### src/rtl/hlb_pkg.sv
package hlb_pkg;
  localparam int unsigned OFF_SYS   = 'h000;
  localparam int unsigned OFF_STAT  = 'h010;
  localparam int unsigned OFF_LOCK0 = 'h100;

  typedef enum logic [1:0] {
    RGN_SYS  = 2'd0,
    RGN_STAT = 2'd1,
    RGN_LOCK = 2'd2,
    RGN_NONE = 2'd3
  } region_e;
endpackage

### src/rtl/hlb_decode.sv
module hlb_decode import hlb_pkg::*; #(
  parameter int unsigned ADDR_W    = 12,
  parameter int unsigned NUM_LOCKS = 32,
  localparam int unsigned IDX_W    = (NUM_LOCKS > 1) ? $clog2(NUM_LOCKS) : 1
) (
  input  logic [ADDR_W-1:0] addr_i,
  output region_e           rgn_o,
  output logic [IDX_W-1:0]  idx_o
);
  localparam logic [ADDR_W-1:0] LockLo = ADDR_W'(OFF_LOCK0);
  localparam logic [ADDR_W-1:0] LockHi = ADDR_W'(OFF_LOCK0 + 4 * NUM_LOCKS);

  logic [ADDR_W-1:0] off;

  always_comb begin
    off   = addr_i - LockLo;
    idx_o = off[IDX_W+1:2];
    if (addr_i[1:0] != 2'b00)                       rgn_o = RGN_NONE;
    else if (addr_i == ADDR_W'(OFF_SYS))            rgn_o = RGN_SYS;
    else if (addr_i == ADDR_W'(OFF_STAT))           rgn_o = RGN_STAT;
    else if (addr_i >= LockLo && addr_i < LockHi)   rgn_o = RGN_LOCK;
    else                                            rgn_o = RGN_NONE;
  end
endmodule

### src/rtl/hlb_lock_cell.sv
module hlb_lock_cell (
  input  logic clk_i,
  input  logic rst_ni,
  input  logic claim_i,
  input  logic release_i,
  output logic held_o
);
  always_ff @(posedge clk_i or negedge rst_ni) begin
    if (!rst_ni)        held_o <= 1'b0;
    else if (release_i) held_o <= 1'b0;
    else if (claim_i)   held_o <= 1'b1;
  end

  AST_CLAIM_TAKES: assert property (@(posedge clk_i) disable iff (!rst_ni)
    claim_i && !release_i |=> held_o);
  AST_RELEASE_FREES: assert property (@(posedge clk_i) disable iff (!rst_ni)
    release_i |=> !held_o);
endmodule

### src/rtl/hw_lock_bank.sv
module hw_lock_bank import hlb_pkg::*; #(
  parameter int unsigned ADDR_W    = 12,
  parameter int unsigned DATA_W    = 32,
  parameter int unsigned NUM_LOCKS = 32
) (
  input  logic              clk_i,
  input  logic              rst_ni,
  input  logic              psel_i,
  input  logic              penable_i,
  input  logic              pwrite_i,
  input  logic [ADDR_W-1:0] paddr_i,
  input  logic [DATA_W-1:0] pwdata_i,
  output logic [DATA_W-1:0] prdata_o,
  output logic              pready_o,
  output logic              pslverr_o
);
  localparam int unsigned IDX_W = (NUM_LOCKS > 1) ? $clog2(NUM_LOCKS) : 1;

  region_e              rgn;
  logic [IDX_W-1:0]     idx;
  logic [NUM_LOCKS-1:0] held;
  logic [NUM_LOCKS-1:0] claim;
  logic [NUM_LOCKS-1:0] rel;
  logic                 access;
  logic                 lock_rd;
  logic                 lock_wr0;

  hlb_decode #(.ADDR_W(ADDR_W), .NUM_LOCKS(NUM_LOCKS)) u_dec (
    .addr_i (paddr_i),
    .rgn_o  (rgn),
    .idx_o  (idx)
  );

  assign pready_o = 1'b1;
  // side effects only in the completing access phase
  assign access   = psel_i && penable_i && pready_o;
  assign lock_rd  = access && !pwrite_i && (rgn == RGN_LOCK);
  assign lock_wr0 = access &&  pwrite_i && (rgn == RGN_LOCK) && (pwdata_i == '0);

  for (genvar g = 0; g < NUM_LOCKS; g++) begin : g_lock
    assign claim[g] = lock_rd  && (idx == IDX_W'(g));
    assign rel[g]   = lock_wr0 && (idx == IDX_W'(g));
    hlb_lock_cell u_cell (
      .clk_i     (clk_i),
      .rst_ni    (rst_ni),
      .claim_i   (claim[g]),
      .release_i (rel[g]),
      .held_o    (held[g])
    );
  end

  always_comb begin
    prdata_o  = '0;
    pslverr_o = 1'b0;
    if (psel_i) begin
      unique case (rgn)
        RGN_SYS:  prdata_o = DATA_W'(NUM_LOCKS[7:0]);
        RGN_STAT: prdata_o = DATA_W'(held);
        RGN_LOCK: prdata_o = DATA_W'(held[idx]);
        default: begin
          prdata_o  = '1;
          pslverr_o = penable_i;
        end
      endcase
    end
  end

  AST_ERR_READS_ONES: assert property (@(posedge clk_i) disable iff (!rst_ni)
    pslverr_o |-> prdata_o == '1);
  AST_ERR_NO_CHANGE: assert property (@(posedge clk_i) disable iff (!rst_ni)
    access && rgn == RGN_NONE |=> $stable(held));
  AST_SETUP_NO_CLAIM: assert property (@(posedge clk_i) disable iff (!rst_ni)
    !penable_i |=> $stable(held));
  AST_NONZERO_WR_IGNORED: assert property (@(posedge clk_i) disable iff (!rst_ni)
    access && pwrite_i && pwdata_i != '0 |=> $stable(held));
  AST_STAT_NO_CHANGE: assert property (@(posedge clk_i) disable iff (!rst_ni)
    access && rgn == RGN_STAT |=> $stable(held));
  AST_LOCK_RD_ONE_BIT: assert property (@(posedge clk_i) disable iff (!rst_ni)
    access && rgn == RGN_LOCK |-> prdata_o[DATA_W-1:1] == '0 && !pslverr_o);
  AST_ONE_LOCK_MOVES: assert property (@(posedge clk_i) disable iff (!rst_ni)
    1'b1 |=> $countones(held ^ $past(held)) <= 1);
endmodule

### config.mk
export PLATFORM = sky130hd
export DESIGN_NAME = hw_lock_bank
export DESIGN_NICKNAME = d
export VERILOG_FILES = /design/src/rtl/hlb_pkg.sv /design/src/rtl/hlb_decode.sv /design/src/rtl/hlb_lock_cell.sv /design/src/rtl/hw_lock_bank.sv
export SDC_FILE = /design/constraint.sdc
export NUM_CORES = 1
export LEC_CHECK = 0
export ABC_AREA = 1
export BUFFER_PORTS_ARGS = -buffer_cell sky130_fd_sc_hd__buf_2
export CAP_MARGIN = 0
export CORE_MARGIN = 2
export CORE_UTILIZATION = 50
export DETAILED_ROUTE_END_ITERATION = 6
export HOLD_SLACK_MARGIN = 0.06
export PLACE_DENSITY = 0.78
export RECOVER_POWER = 25
export SLEW_MARGIN = 20
export SYNTH_ARGS = -nofsm -noshare
export SYNTH_HDL_FRONTEND = slang
export SYNTH_SLANG_ARGS = --single-unit
### constraint.sdc
create_clock -name clk_i -period 6.75 [get_ports clk_i]
set_input_delay 2.025 -clock clk_i [delete_from_list [all_inputs] [get_ports clk_i]]
set_output_delay 2.025 -clock clk_i [all_outputs]
set_load 0.005 [all_outputs]
==> metrics.md <==
| Metric | Value |
|---|---|
| Leak pwr | `around 1.6 nW` |
| Status | `finished with violations` |
| GR met1 Demand/Resource | `a little over a third` |
| Fin Setup TNS | `0 ns` |
| Drt total wl | `~8 mm` |
| Clock slew at reported path FFs | `0.07 ns` |
| Max reg flops | `32` |
| DIE HEIGHT | `around 78 µm` |
| Crit path kind | `in -> out` |
| Comb power frac | `17.7%` |
| Final GP Congestion | `just under 0.9` |
| Remaining Overflow, GRT | `0` |
| Number of synthesized register bits | `32` |
| Sequential area share after synthesis | `just under 30%` |
| Post-Synthesis Cells | `452` |
| Row count | `26` |
| Initial Util | `52.27%` |
| First-pass GRT wire length | `between 10 and 15 mm` |
| Peak supply drop | `0.0001087 V` |
| Failing checks | `max-capacitance violations, max-slew violations` |
| Crit Path Max Fanout | `30` |
| CTS Sinks | `32` |
| CTS Buf Count | `5` |
| Crit path required time | `4.72 ns` |
| First DRT Iteration DRCs | `approximately 220` |
| Fin crit share | `between 80% and 90%` |
| Die area | `6012 µm²` |
| Slew Viols, Final | `33` |
| RSZ-0062 raised after global routing | `no` |
| Antenna violations before repair | `0` |
| Placed Area | `between 3000 and 4000 µm²` |
| P&R area growth vs syn | `18.56%` |
| H-tree depth | `2` |
| Largest net degree at the start of global routing | `35` |
| Min Clock Period, post-route | `just under 6 ns` |
| Final net count | `567` |
| Worst-Skew Late Latency | `0.29 ns` |
| Fin cells | `a little under 600` |
| Final Hold Fails | `0` |
| DPL Wire Length | `5.237 mm` |
| Setup violation total in the final timing report | `0` |
| Synth cell types | `29` |
| Sequential share of power | `around two fifths` |
| I/O Pins | `83` |
| Vias/cell | `5.297` |
| CTS resizes | `0` |
| # diodes | `0` |
| HP Class | `reg -> reg` |
| Internal power | `roughly 0.00033 W` |
| Clk root buf | `clkbuf_8` |
| CTS Hold Bufs | `0` |
| Layout cells sized above 1 | `about 25%` |
| Synth Net Count | `501` |
| Relative slew margins | `-25.71%` |
| Post-CTS setup buffer count | `0` |
| DR DRC count | `0` |
| Mapped Area | `roughly 2700 µm²` |
| CP Data Arrival Time | `roughly 3.9 ns` |
| Largest registers | `g_lock.u_cell.held_o: 32 flops` |
| Busiest grt layer | `met2` |
| Fin area | `between 3000 and 4000 µm²` |
| Vias in the first global route | `around 3.0k` |
| Total GRT Usage | `approximately 28%` |
| Inst Count DP | `between 500 and 600` |
| Die X | `between 70 and 80 µm` |
| Clock power frac | `between 40% and 50%` |
| Peak Freq | `0.1675 GHz` |
| Core area | `~5200 µm²` |
| GR Util met2 | `48.43%` |
| Number of port buffers | `just over 80` |
| Clock skew | `0 ns` |
| Switching part of the total | `27.97%` |
| Final core occ | `61.97%` |
| CP startpoint kind | `input port` |
| Post-DRT Antenna Nets | `0` |
| Routed len/inst | `between 10 and 15 µm` |
| 1st-pass router iterations | `5` |
| CTS tree | `yes` |
| Power Dens Cells | `about 140 nW/µm²` |
| Max cap viols | `1` |
| Largest reg by FF count | `g_lock.u_cell.held_o` |
| Switching power | `between 0.0001 and 0.00015 W` |
| Slew at the pin closest to its max-slew limit | `approximately 1.9 ns` |
| Via count of the routed design | `around 3.1k` |
| Met3 Use GR | `about 5.0%` |
| Syn Area/Cell | `roughly 6 µm²` |
| Clock Path Buffers | `2` |
| Yosys warnings | `0` |
| CP Capture Type | `output port` |
==> synth_stat cells (all sizes together) <==
cell,count,area (µm²)
nor2,156,670.7
nand2,74,287.8
nand3,37,202.7
inv,36,135.1
o21ai,36,180.2
nor3,34,170.2
dfrtp,32,800.8
clkbuf,18,67.56
buf,8,67.56
nor4,5,31.28
clkinv,4,15.01
nand4,3,18.77
a21oi,2,10.01
o21bai,2,15.01
conb,1,3.750
nand3b,1,7.510
nor3b,1,7.510
or2,1,6.260
or3,1,6.260
==> cell type report <==
class	count	area, µm²
clock buffers	6	72.57
clock inverters	2	35.03
fillers	478	1967
inverters	40	150.1
multi-input cells	354	1618
flip-flops and latches	32	800.8
well taps	70	87.58
repair buffers	85	441.7
==> worst max-delay path, stage by stage <==
cell and delay, ns:
buf_2 0.24, nor2_4 0.29, inv_2 0.06, nor2_1 0.10
nand3_1 0.10, nand2_2 0.12, nand2_1 0.51, o21ai_0 0.26
nor2_1 0.06, buf_2 0.17
==> per-stage QoR <==
stage | setup WS (ns) | power [W] | hold WS (ns)
after global placement | 0.9169 | 0.0002761 | 0.4771
after CTS | 0.8198 | 0.0004636 | 0.5137
after global routing | 0.5207 | 0.0004828 | 0.5530
after floorplan | 1.665 | 0.0002395 | 0.4650
after detailed placement | 0.8267 | 0.0002772 | 0.4976
final | 0.7815 | 0.0004618 | 0.5143
==> per-layer routing <==
layer | share of wire [%] | vias up
met5 | 0 | -
met4 | 0.82 | 0
met3 | 4.8 | 11
met2 | 49 | 95
met1 | 46 | 1450
li1 | - | 1564
==> layout by cell type (no fill, tap or decap) <==
master,instances
clkinv_2,1
buf_2,80
inv_1,32
nand3_1,35
nor3_1,34
dfrtp_1,32
buf_4,3
nand3_2,1
o21ai_1,5
clkbuf_8,5
inv_2,4
buf_8,1
nor2_4,1
a21oi_1,2
nand2_4,1
nor2_2,31
clkinv_1,4
conb_1,1
nand2_1,72
o21bai_1,2
nand3_4,1
bufinv_16,1
clkbuf_1,2
nor4_1,5
nor3b_1,1
nand2_2,1
or3_1,1
nand4_1,3
nor2_1,124
o21ai_0,31
nand3b_1,1
or2_1,1
==> kinds of logic after synthesis <==
| logic type | Yosys count | share of synthesized area (%) |
|---|---|---|
| AND/OR/NAND/NOR | 313 | 52.11 |
| buffers and inverters | 66 | 10.55 |
| AO/OA/AOI/OAI | 40 | 7.589 |
| flip-flops | 32 | 29.62 |
| other | 1 | 0.1387 |
==> power groups by stage <==
stage,sequential [W],combinational (W),clock (W)
5_1_grt,0.000192,0.0000911,0.000199
3_3_place_gp,0.000196,0.0000799,0
4_1_cts,0.000192,0.0000814,0.000190
3_5_place_dp,0.000196,0.0000811,0
6_report,0.000192,0.0000816,0.000188
2_1_floorplan,0.000196,0.0000435,0
==> worst paths after layout <==
| kind | slack (ns) | endpoint | cells past startpoint | from |
|---|---|---|---|---|
| max in group asynchronous | 3.42 | g_lock[18].u_cell.held_o | 1 | rst_ni |
| worst max register to register | 6.05 | g_lock[16].u_cell.held_o | 2 | g_lock[16].u_cell.held_o |
| worst max-delay path | 0.78 | prdata_o[11] | 10 | paddr_i[2] |
| worst min register to register | 0.51 | g_lock[5].u_cell.held_o | 2 | g_lock[5].u_cell.held_o |
| worst min-delay path | 0.51 | g_lock[5].u_cell.held_o | 2 | g_lock[5].u_cell.held_o |
| min in group asynchronous | 2.24 | g_lock[4].u_cell.held_o | 1 | rst_ni |
(Power assumes the default switching activity.)
